File: config.mk
export PLATFORM = sky130hd
export DESIGN_NAME = seg_agu_top
export DESIGN_NICKNAME = d
export VERILOG_FILES = /design/src/rtl/seg_agu_pkg.sv /design/src/rtl/seg_regfile.sv /design/src/rtl/seg_picker.sv /design/src/rtl/io_port_gen.sv /design/src/rtl/seg_agu_top.sv
export SDC_FILE = /design/constraint.sdc
export NUM_CORES = 1
export LEC_CHECK = 0
export BUFFER_PORTS_ARGS = -buffer_cell sky130_fd_sc_hd__buf_2
export CAP_MARGIN = 30
export CORE_AREA = 5 5 103 105
export CTS_CLUSTER_DIAMETER = 60
export DETAILED_ROUTE_END_ITERATION = 16
export DIE_AREA = 0 0 108 110
export PLACE_DENSITY = 0.75
export SLEW_MARGIN = 20
export SYNTH_ARGS = -nofsm -noshare
export SYNTH_HDL_FRONTEND = slang
export SYNTH_SLANG_ARGS = --single-unit
export TNS_END_PERCENT = 30
File: constraint.sdc
create_clock -name clk -period 2.4 [get_ports clk]
set_input_delay 0.12 -clock clk [delete_from_list [all_inputs] [get_ports clk]]
set_output_delay 0.12 -clock clk [all_outputs]
set_load 0.01 [all_outputs]
File: src/rtl/seg_agu_pkg.sv
package seg_agu_pkg;

    localparam int NUM_SEG   = 4;
    localparam int SEG_IDX_W = $clog2(NUM_SEG);
    localparam int KIND_W    = 3;

    typedef enum logic [SEG_IDX_W-1:0] {
        SEG_ES = 2'd0,
        SEG_CS = 2'd1,
        SEG_SS = 2'd2,
        SEG_DS = 2'd3
    } seg_code_e;

    typedef enum logic [KIND_W-1:0] {
        REF_FETCH   = 3'd0,
        REF_STACK   = 3'd1,
        REF_DATA    = 3'd2,
        REF_STR_DST = 3'd3,
        REF_STR_SRC = 3'd4
    } ref_kind_e;

endpackage

File: src/rtl/seg_regfile.sv
module seg_regfile
    import seg_agu_pkg::*;
#(
    parameter int          SEG_W   = 16,
    parameter logic [15:0] CS_RSTV = 16'hFFFF
) (
    input  logic                               clk,
    input  logic                               rst_n,
    input  logic                               wr_en,
    input  logic [SEG_IDX_W-1:0]               wr_idx,
    input  logic [SEG_W-1:0]                   wr_data,
    output logic [NUM_SEG-1:0][SEG_W-1:0]      seg_o
);

    logic [NUM_SEG-1:0][SEG_W-1:0] seg_d;
    logic [NUM_SEG-1:0][SEG_W-1:0] seg_q;

    for (genvar i = 0; i < NUM_SEG; i++) begin : g_seg
        always_comb begin
            seg_d[i] = seg_q[i];
            if (wr_en && (wr_idx == SEG_IDX_W'(i))) begin
                seg_d[i] = wr_data;
            end
        end
    end

    always_ff @(posedge clk or negedge rst_n) begin
        if (!rst_n) begin
            for (int i = 0; i < NUM_SEG; i++) begin
                seg_q[i] <= (i == int'(SEG_CS)) ? SEG_W'(CS_RSTV) : '0;
            end
        end else begin
            seg_q <= seg_d;
        end
    end

    assign seg_o = seg_q;


    wr_lands_chk: assert property (@(posedge clk) disable iff (!rst_n)
        wr_en |=> seg_q[$past(wr_idx)] == $past(wr_data));

endmodule

File: src/rtl/seg_picker.sv
module seg_picker
    import seg_agu_pkg::*;
(
    input  ref_kind_e  kind,
    input  logic       base_bp,
    input  logic       ovr_en,
    input  seg_code_e  ovr_seg,
    output seg_code_e  sel
);

    seg_code_e implied;

    always_comb begin
        implied = base_bp ? SEG_SS : SEG_DS;
        case (kind)
            REF_FETCH:   sel = SEG_CS;
            REF_STACK:   sel = SEG_SS;
            REF_STR_DST: sel = SEG_ES;
            default:     sel = ovr_en ? ovr_seg : implied;
        endcase
    end

endmodule

File: src/rtl/io_port_gen.sv
module io_port_gen #(
    parameter int          IO_W    = 16,
    parameter int          P8_W    = 8,
    parameter logic [15:0] RSVD_LO = 16'h00F8,
    parameter logic [15:0] RSVD_HI = 16'h00FF
) (
    input  logic            use_reg,
    input  logic [P8_W-1:0] port8,
    input  logic [IO_W-1:0] port_reg,
    output logic [IO_W-1:0] port,
    output logic            rsvd
);

    localparam int PAD_W = IO_W - P8_W;

    always_comb begin
        port = use_reg ? port_reg : {{PAD_W{1'b0}}, port8};
        rsvd = (port >= IO_W'(RSVD_LO)) && (port <= IO_W'(RSVD_HI));
    end

endmodule

File: src/rtl/seg_agu_top.sv
module seg_agu_top
    import seg_agu_pkg::*;
#(
    parameter int SEG_W     = 16,
    parameter int OFS_W     = 16,
    parameter int SEG_SHIFT = 4,
    parameter int IO_W      = 16,
    parameter int P8_W      = 8
) (
    input  logic                 clk,
    input  logic                 rst_n,
    input  logic                 wr_en,
    input  logic [1:0]           wr_idx,
    input  logic [15:0]          wr_data,
    input  logic                 req_valid,
    input  logic [2:0]           req_kind,
    input  logic [15:0]          req_offset,
    input  logic                 base_bp,
    input  logic                 ovr_en,
    input  logic [1:0]           ovr_seg,
    input  logic                 io_sel,
    input  logic                 io_use_dx,
    input  logic [7:0]           io_port8,
    input  logic [15:0]          dx_value,
    output logic                 out_valid,
    output logic [19:0]          out_addr,
    output logic [1:0]           out_seg,
    output logic                 out_io,
    output logic                 out_rsvd
);

    localparam int PA_W   = SEG_W + SEG_SHIFT;
    localparam int OPAD_W = PA_W - OFS_W;
    localparam int IPAD_W = PA_W - IO_W;

    typedef struct packed {
        logic                 vld;
        logic [PA_W-1:0]      addr;
        logic [SEG_IDX_W-1:0] seg;
        logic                 io;
        logic                 rsvd;
    } res_t;

    logic [NUM_SEG-1:0][SEG_W-1:0] segs;
    seg_code_e                     pick;
    logic [IO_W-1:0]               port;
    logic                          port_rsvd;
    logic [SEG_W-1:0]              seg_val;
    logic [PA_W-1:0]               mem_addr;
    res_t                          res_d, res_q;

    seg_regfile #(.SEG_W(SEG_W)) u_regs (
        .clk     (clk),
        .rst_n   (rst_n),
        .wr_en   (wr_en),
        .wr_idx  (wr_idx),
        .wr_data (wr_data),
        .seg_o   (segs)
    );

    seg_picker u_pick (
        .kind    (ref_kind_e'(req_kind)),
        .base_bp (base_bp),
        .ovr_en  (ovr_en),
        .ovr_seg (seg_code_e'(ovr_seg)),
        .sel     (pick)
    );

    io_port_gen #(.IO_W(IO_W), .P8_W(P8_W)) u_io (
        .use_reg  (io_use_dx),
        .port8    (io_port8),
        .port_reg (dx_value),
        .port     (port),
        .rsvd     (port_rsvd)
    );

    always_comb begin
        seg_val  = segs[pick];
        mem_addr = {seg_val, {SEG_SHIFT{1'b0}}} + {{OPAD_W{1'b0}}, req_offset};

        res_d     = res_q;
        res_d.vld = req_valid;
        if (req_valid) begin
            if (io_sel) begin
                res_d.addr = {{IPAD_W{1'b0}}, port};
                res_d.seg  = '0;
                res_d.io   = 1'b1;
                res_d.rsvd = port_rsvd;
            end else begin
                res_d.addr = mem_addr;
                res_d.seg  = pick;
                res_d.io   = 1'b0;
                res_d.rsvd = 1'b0;
            end
        end
    end

    always_ff @(posedge clk or negedge rst_n) begin
        if (!rst_n) begin
            res_q <= '0;
        end else begin
            res_q <= res_d;
        end
    end

    assign out_valid = res_q.vld;
    assign out_addr  = res_q.addr;
    assign out_seg   = res_q.seg;
    assign out_io    = res_q.io;
    assign out_rsvd  = res_q.rsvd;


    valid_follows_chk: assert property (@(posedge clk) disable iff (!rst_n)
        req_valid |=> out_valid);


    idle_quiet_chk: assert property (@(posedge clk) disable iff (!rst_n)
        !req_valid |=> !out_valid);


    fetch_uses_cs_chk: assert property (@(posedge clk) disable iff (!rst_n)
        (req_valid && !io_sel && req_kind == 3'd0) |=> out_seg == 2'd1);


    stack_uses_ss_chk: assert property (@(posedge clk) disable iff (!rst_n)
        (req_valid && !io_sel && req_kind == 3'd1) |=> out_seg == 2'd2);


    strdst_uses_es_chk: assert property (@(posedge clk) disable iff (!rst_n)
        (req_valid && !io_sel && req_kind == 3'd3) |=> out_seg == 2'd0);


    port8_zero_ext_chk: assert property (@(posedge clk) disable iff (!rst_n)
        (req_valid && io_sel && !io_use_dx) |=> (out_addr[19:8] == '0 && out_io));


    dx_port_chk: assert property (@(posedge clk) disable iff (!rst_n)
        (req_valid && io_sel && io_use_dx) |=> out_addr == {4'h0, $past(dx_value)});


    rsvd_only_io_chk: assert property (@(posedge clk) disable iff (!rst_n)
        (out_valid && out_rsvd) |-> (out_io && out_addr[19:3] == 17'h1F));

endmodule

==> results of run 1 <==
==> through the flow <==
| step | cell area [µm²] | setup slack, ns | TNS [ns] | util |
|---|---|---|---|---|
| 2_1_floorplan | 4650 | -0.463 | -4.38 | - |
| 3_3_place_gp | 5580 | -0.835 | -9.46 | 0.585 |
| 3_5_place_dp | 5580 | -0.897 | -10.12 | 0.585 |
| 4_1_cts | 5990 | -0.243 | -2.06 | 0.627 |
| 5_1_grt | 6040 | -0.417 | -3.60 | 0.633 |
| 6_report | 6040 | -0.299 | -2.20 | 0.633 |
==> kinds of logic (layout without fill, tap and decap cells) <==
| group | count (synthesis) | in the layout | synth area share |
|---|---|---|---|
| adders and majority gates | 15 | 15 | 0.0422 |
| AOI/OAI and AO/OA | 70 | 70 | 0.106 |
| buffers and inverters | 25 | 170 | 0.0219 |
| muxes | 89 | 89 | 0.255 |
| and+or+nand+nor | 60 | 60 | 0.0665 |
| xor gates and xnor gates | 12 | 12 | 0.0227 |
| DFF | 89 | 89 | 0.485 |
==> state kept, by name (all words and copies together) (netlist names) <==
signal,flops
out_rsvd,1
out_seg,2
out_io,1
out_valid,1
u_regs.seg_o,64
out_addr,20
==> per-layer routing <==
metal | track usage | up-vias | share of wire
met5 | 0 | - | 0.00061
met4 | 0.0703 | 2 | 0.020
met3 | 0.0466 | 18 | 0.056
met2 | 0.351 | 88 | 0.51
met1 | 0.240 | 1731 | 0.41
li1 | - | 1619 | -
==> power by group through the flow <==
stage               Sequential [µW]  Clock, µW  Combinational (µW)
floorplan                      1990          0                 954
global placement               1970          0                1550
detailed placement             1990          0                1600
CTS                            1960       1110                1740
global route                   2000       1180                1990
finish                         1970       1080                1830
==> cells in the final DEF (no fill, tap or decap), drive strengths merged, types with 9 or more instances in the layout <==
cell type / n
inv: 10
dfstp: 16
dfrtp: 73
nor2: 24
nand2: 13
mux2: 67
clkbuf: 10
buf: 145
ha: 14
mux4: 16
a21oi: 19
a21o: 9
o21ai: 10
==> worst max-delay path, delay by kind of cell <==
kind / cells / cell delay (ns)
buffers and inverters: 2 / 0.25
muxes: 1 / 0.53
and+or+nand+nor: 3 / 0.39
xor gates and xnor gates: 1 / 0.16
adders and majority gates: 2 / 0.52
AOI/OAI and AO/OA: 6 / 0.97
==> synthesized netlist by cell type (2+ instances only) <==
cell type | instances | area, µm²
nor2_1 | 24 | 90.1
xor2_1 | 7 | 61.3
nor4_1 | 3 | 18.8
mux4_1 | 2 | 52.6
buf_2 | 3 | 15.0
clkbuf_1 | 11 | 41.3
dfstp_2 | 16 | 420
mux2i_1 | 6 | 60.1
o21ai_0 | 8 | 40.0
a211oi_1 | 7 | 52.6
mux4_2 | 14 | 315
nand4_1 | 2 | 12.5
nand2_1 | 12 | 45.0
o211ai_1 | 2 | 15.0
mux2_2 | 67 | 754
a21o_1 | 9 | 67.6
dfrtp_1 | 73 | 1830
a2bb2oi_1 | 2 | 17.5
ha_1 | 14 | 175
o2bb2ai_1 | 4 | 35.0
a21oi_1 | 19 | 95.1
nand3_1 | 3 | 15.0
o31ai_2 | 2 | 25.0
xnor2_1 | 5 | 43.8
o21a_1 | 2 | 15.0
nand3b_1 | 2 | 15.0
a31oi_1 | 5 | 31.3
and2_1 | 3 | 18.8
buf_1 | 2 | 7.51
inv_1 | 8 | 30.0
==> area by class of cell <==
cell class	instances	area share
Sequential cell	89	0.372
Inverter	8	0.00497
Tap cell	133	0.0275
Timing Repair Buffer	146	0.153
Multi-Input combinational cell	246	0.408
Clock inverter	6	0.0120
Clock buffer	10	0.0228
==> repair_timing <==
action / CTS / global route
setup endpoints to repair: 13 / 13
endpoints found under the hold margin: 31 / 0
pin swaps: 7 / 9
hold buffers: 1 / 0
cloned: 1 / 0
buffers inserted: 4 / 0
gates resized for setup: 21 / 18
==> worst min-delay path by stage <==
stage	slack [ns]	start	endpoint	cells after the start
after floorplan	-0.18	rst_n	out_addr[0]$_DFFE_PN0P_	0
after global routing	0.009	wr_data[12]	u_regs.seg_o[44]$_DFFE_PN0P_	2
after CTS	0.01	wr_data[10]	u_regs.seg_o[26]$_DFFE_PN1P_	2
after detailed placement	0.10	rst_n	out_addr[7]$_DFFE_PN0P_	1
final	0.03	wr_data[12]	u_regs.seg_o[60]$_DFFE_PN0P_	2
after global placement	0.1	rst_n	out_addr[9]$_DFFE_PN0P_	1
==> impl_metrics.env, run 1 <==
export IMPL_synth_edf_count=0
export IMPL_crit_required_ns=2.65
export IMPL_synth_ff_latch_count=89
export IMPL_crit_path_end="out_addr[18]$_DFFE_PN0P_"
export IMPL_clk_latency_ns=0.36
export IMPL_fin_ws_ns=-0.299
export IMPL_p_int_uw=3340
export IMPL_ys_warn_count=0
export IMPL_synth_flop_cell="dfrtp_1"
export IMPL_die_h_um=110
export IMPL_fin_cells=638
export IMPL_switching_share=0.315
export IMPL_avgSynthCellArea_um2=12.9
export IMPL_cts_tree="built"
export IMPL_hold_class="in -> reg"
export IMPL_grt_setup_unrepaired="true"
export IMPL_multi_input_area_um2=2470
export IMPL_route_detailed_drc=0
export IMPL_ys_seq_area_frac=0.485
export IMPL_violations="setup timing"
export IMPL_ant_nets=0
export IMPL_slowest_delay_ns=0.53
export IMPL_post_route_min_period_ns=2.70
export IMPL_p_switching_uw=1540
export IMPL_cp_start_kind="input port"
export IMPL_fmax_mhz=371
export IMPL_grt_pass1_wl_mm=18.2
export IMPL_yosysUniqueCellTypes=53
export IMPL_syn_to_final_growth_pct=30.5
export IMPL_synthArstFlopShare=1.00
export IMPL_vias=3458
export IMPL_nets=586
export IMPL_crit_arrival_ns=2.94
export IMPL_drv_cap=0
export IMPL_synth_nets=446
export IMPL_rows=36
export IMPL_slew_violations=0
export IMPL_wirelength_mm=11.5
export IMPL_cp_slowest_cell="mux4_2"
export IMPL_finClkSkew_ns=0.00755
export IMPL_htree_levels=3
export IMPL_status="finished, violations left"
export IMPL_die_area_um2=11900
export IMPL_rr_worst_depth=10
export IMPL_die_w_um=108
export IMPL_gp_congestion=0.815
export IMPL_io_pins=96
export IMPL_hpwl_mm=8.04
export IMPL_crit_fanout=6
export IMPL_timing_rr_start="u_regs.seg_o[32]$_DFFE_PN0P_"
export IMPL_wire_per_inst_um=18.0
export IMPL_worstSetupEndpointType="flop"
export IMPL_path_cells="buf_8, and2b_1, o22ai_2, o21ai_4, buf_12, mux4_2, ha_4, fa_2, a21o_1, a21o_1, a311oi_2, nor3_2, nand3_1, xor2_1, o2bb2ai_1"
export IMPL_cts_root_buf="clkbuf_8"
export IMPL_start_util=0.485
export IMPL_clkPwrFrac=0.221
export IMPL_synthCells=360
export IMPL_drt_iter0_drc=212
export IMPL_rrSetupSlack_ns=-0.22
export IMPL_comb_power_share=0.375
export IMPL_r2r_end="out_addr[18]$_DFFE_PN0P_"
export IMPL_cts_buffers=9
export IMPL_setup_viol=12
export IMPL_startpoint="req_kind[0]"
export IMPL_layout_area_seq_um2=2250
export IMPL_antenna_cells=0
export IMPL_pwr_share_seq=0.404
export IMPL_power_density_nw_per_um2=807
export IMPL_criticalPathCategory="in -> reg"
export IMPL_hold_viol_final=0
export IMPL_worstMarginPinSlew_ns=0.630
export IMPL_cts_max_path_buffers=2
export IMPL_antenna_found_initial=1
export IMPL_holdWs_ns=0.0261
export IMPL_post_drt_via_cell_ratio=5.42
export IMPL_grt_pass1_vias=3593
export IMPL_slew_headroom=0.579
export IMPL_drive_above_1_share=0.580
export IMPL_syn_area_um2=4630
export IMPL_path_common_cell="a21o_1"
export IMPL_grt_overflow_total=0
export IMPL_period_share=1.12
export IMPL_dp_cells=617
export IMPL_grt_max_degree=57
export IMPL_path_clk_slew_ns=0.09
export IMPL_drt_pre_antenna_iters=5
export IMPL_core_area_um2=9550
export IMPL_total_power_uw=4880
export IMPL_fill_cells=731
export IMPL_portBuffers=95
export IMPL_grt_use_total=0.199
export IMPL_max_vdd_ir_drop_v=0.000309
export IMPL_p_leak_uw=0.00273
export IMPL_clock_sinks=89
Power figures use the tool's default switching activity.
==> inputs of run 2 (changes only) <==
Settings changed: CORE_AREA 5 5 103 105 to 5 5 102 104, CTS_BUF_LIST set to sky130_fd_sc_hd__clkbuf_2, DIE_AREA 0 0 108 110 to 0 0 107 109, PLACE_DENSITY 0.75 to 0.76, SKIP_CTS_REPAIR_TIMING set to 1.
==> run 2 against run 1 <==
  * The flow still finishes with violations (setup timing)
  * Non-clock buffer count rose by 29
  * Final cell count rose by 1.6%
  * Register-to-register slack improved by 0.02 ns
  * Sequential power barely moved
  * Maximum frequency rose by 3.6%
  * Worst hold slack got worse by 0.015 ns
  * Utilization rose by 1.0 points
  * Via count rose by 3.7%
  * Sequential share of layout area fell by 0.25 points
  * Wire length fell by 2.2%
  * Clock skew rose by 0.017 ns
  * Critical endpoint is now out_addr[19]$_DFFE_PN0P_
  * Highest routed layer is now met4
==> impl_metrics.env, run 2 (same netlist as run 1, synthesis figures left out) <==
export IMPL_status="finished, violations left"
export IMPL_violations="setup timing"
export IMPL_finClkSkew_ns=0.0249
export IMPL_p_leak_uw=0.00279
export IMPL_cts_max_path_buffers=2
export IMPL_power_density_nw_per_um2=726
export IMPL_worstSetupEndpointType="flop"
export IMPL_htree_levels=3
export IMPL_drv_cap=0
export IMPL_grt_max_degree=48
export IMPL_wire_per_inst_um=17.3
export IMPL_largest_reg_flops=64
export IMPL_cts_buffers=9
export IMPL_hold_class="in -> reg"
export IMPL_worstHoldStart="io_port8[1]"
export IMPL_cts_tree="built"
export IMPL_crit_fanout=3
export IMPL_die_area_um2=11700
export IMPL_grt_pass1_vias=3510
export IMPL_antenna_found_initial=0
export IMPL_path_common_cell="o31ai_2"
export IMPL_die_w_um=107
export IMPL_drt_pre_antenna_iters=4
export IMPL_drive_above_1_share=0.507
export IMPL_cp_slowest_cell="mux4_1"
export IMPL_fin_tns_setup_ns=-1.60
export IMPL_rr_worst_depth=10
export IMPL_start_util=0.490
export IMPL_path_cells="mux4_1, ha_1, a21oi_2, o21ai_0, a21oi_1, o31ai_2, buf_4, nand4_2, xor2_1, o31ai_2"
export IMPL_crit_arrival_ns=3.09
export IMPL_slew_headroom=0.584
export IMPL_cts_root_buf="clkbuf_2"
export IMPL_timing_rr_start="u_regs.seg_o[56]$_DFFE_PN0P_"
export IMPL_vias=3587
export IMPL_cp_start_kind="flop"
export IMPL_final_cell_area_um2=6090
export IMPL_io_pins=96
export IMPL_rows=36
export IMPL_criticalPathCategory="reg -> reg"
export IMPL_grt_overflow_total=0
export IMPL_core_area_um2=9460
export IMPL_die_h_um=109
export IMPL_ant_nets=0
export IMPL_gp_congestion=0.791
export IMPL_fin_ws_ns=-0.205
export IMPL_slowest_delay_ns=0.54
export IMPL_post_route_min_period_ns=2.60
export IMPL_setup_viol=12
export IMPL_r2r_end="out_addr[19]$_DFFE_PN0P_"
export IMPL_hpwl_mm=7.98
export IMPL_hold_viol_final=0
export IMPL_path_clk_slew_ns=0.24
export IMPL_max_vdd_ir_drop_v=0.000363
export IMPL_startpoint="u_regs.seg_o[56]$_DFFE_PN0P_"
export IMPL_post_drt_via_cell_ratio=5.54
export IMPL_crit_required_ns=2.89
export IMPL_route_detailed_drc=0
export IMPL_nets=615
export IMPL_worstMarginPinSlew_ns=0.624
export IMPL_worstHoldPathCells=4
export IMPL_syn_to_final_growth_pct=31.4
export IMPL_slew_violations=0
export IMPL_clock_sinks=89
export IMPL_grt_use_total=0.189
export IMPL_grt_pass1_wl_mm=17.3
export IMPL_period_share=1.09
export IMPL_drt_iter0_drc=221
export IMPL_rrSetupSlack_ns=-0.20
export IMPL_portBuffers=95
export IMPL_final_common_cell="buf_2"
export IMPL_fmax_mhz=384
export IMPL_layout_common_cells="buf_2, dfrtp_1, mux2_2, buf_4, dlygate4sd3_1"
export IMPL_crit_path_end="out_addr[19]$_DFFE_PN0P_"
export IMPL_placed_area_um2=5540
export IMPL_grt_setup_unrepaired="true"
export IMPL_wirelength_mm=11.2
export IMPL_clk_latency_ns=0.58
export IMPL_antenna_cells=0
run 2: cell count changes in the layout (fill, tap and decap cells not counted), moves of 3 or more:
cell           previous run  this run
ha_1                      5        11
dlygate4sd3_1             1        36
buf_4                    46        43
clkbuf_2                  0        10
o21ai_1                   4         0
o21ai_0                   3         8
ha_4                      7         3
buf_6                     3         0
clkbuf_8                 10         0
run 2: area by class of cell:
type | count | area (µm²)
Sequential cell | 89 | 2250
Fill cell | 709 | 3370
Multi-Input combinational cell | 246 | 2350
Timing Repair Buffer | 175 | 1190
Tap cell | 114 | 143
Clock buffer | 10 | 50.0
Inverter | 8 | 30.0
Clock inverter | 6 | 67.6
run 2: worst min-delay path by stage:
| stage | to | slack, ns |
|---|---|---|
| detailed placement | out_addr[7]$_DFFE_PN0P_ | 0.18 |
| floorplan | out_addr[0]$_DFFE_PN0P_ | -0.18 |
| finish | out_addr[1]$_DFFE_PN0P_ | 0.01 |
| global placement | out_addr[6]$_DFFE_PN0P_ | 0.17 |
| CTS | out_addr[9]$_DFFE_PN0P_ | -0.50 |
| global route | out_addr[1]$_DFFE_PN0P_ | -0.008 |
run 2: routing by layer:
| layer | up-vias | wire (µm) | GRT usage |
|---|---|---|---|
| li1 | 1686 | - | - |
| met1 | 1774 | 4670 | 0.228 |
| met2 | 107 | 5710 | 0.333 |
| met3 | 20 | 593 | 0.0391 |
| met4 | 0 | 245 | 0.0785 |
| met5 | - | 0 | 0 |
run 2: critical path, delay by kind of cell (launching register included):
kind	cells	cell delay (ns)
xor+xnor	1	0.19
simple gates	1	0.10
buf+inv	1	0.16
fa+ha+maj	1	0.37
flops	1	0.44
mux	1	0.54
compound gates	5	0.72
run 2: power breakdown:
part / switching, µW / internal, µW
Sequential: 148 / 1820
Combinational: 752 / 933
Clock: 520 / 248
Total: 1420 / 3000
run 2: through the flow:
step                utilization  std cells  total power [µW]  worst slack, ns  hold slack [ns]
floorplan                     -        360              2940           -0.463           -0.176
global placement          0.585        595              3500           -0.802            0.167
detailed placement        0.585        595              3570           -0.904            0.182
CTS                       0.598        611              4350           -0.337           -0.497
global route              0.643        648              4710           -0.334         -0.00845
finish                    0.643        648              4420           -0.205           0.0111
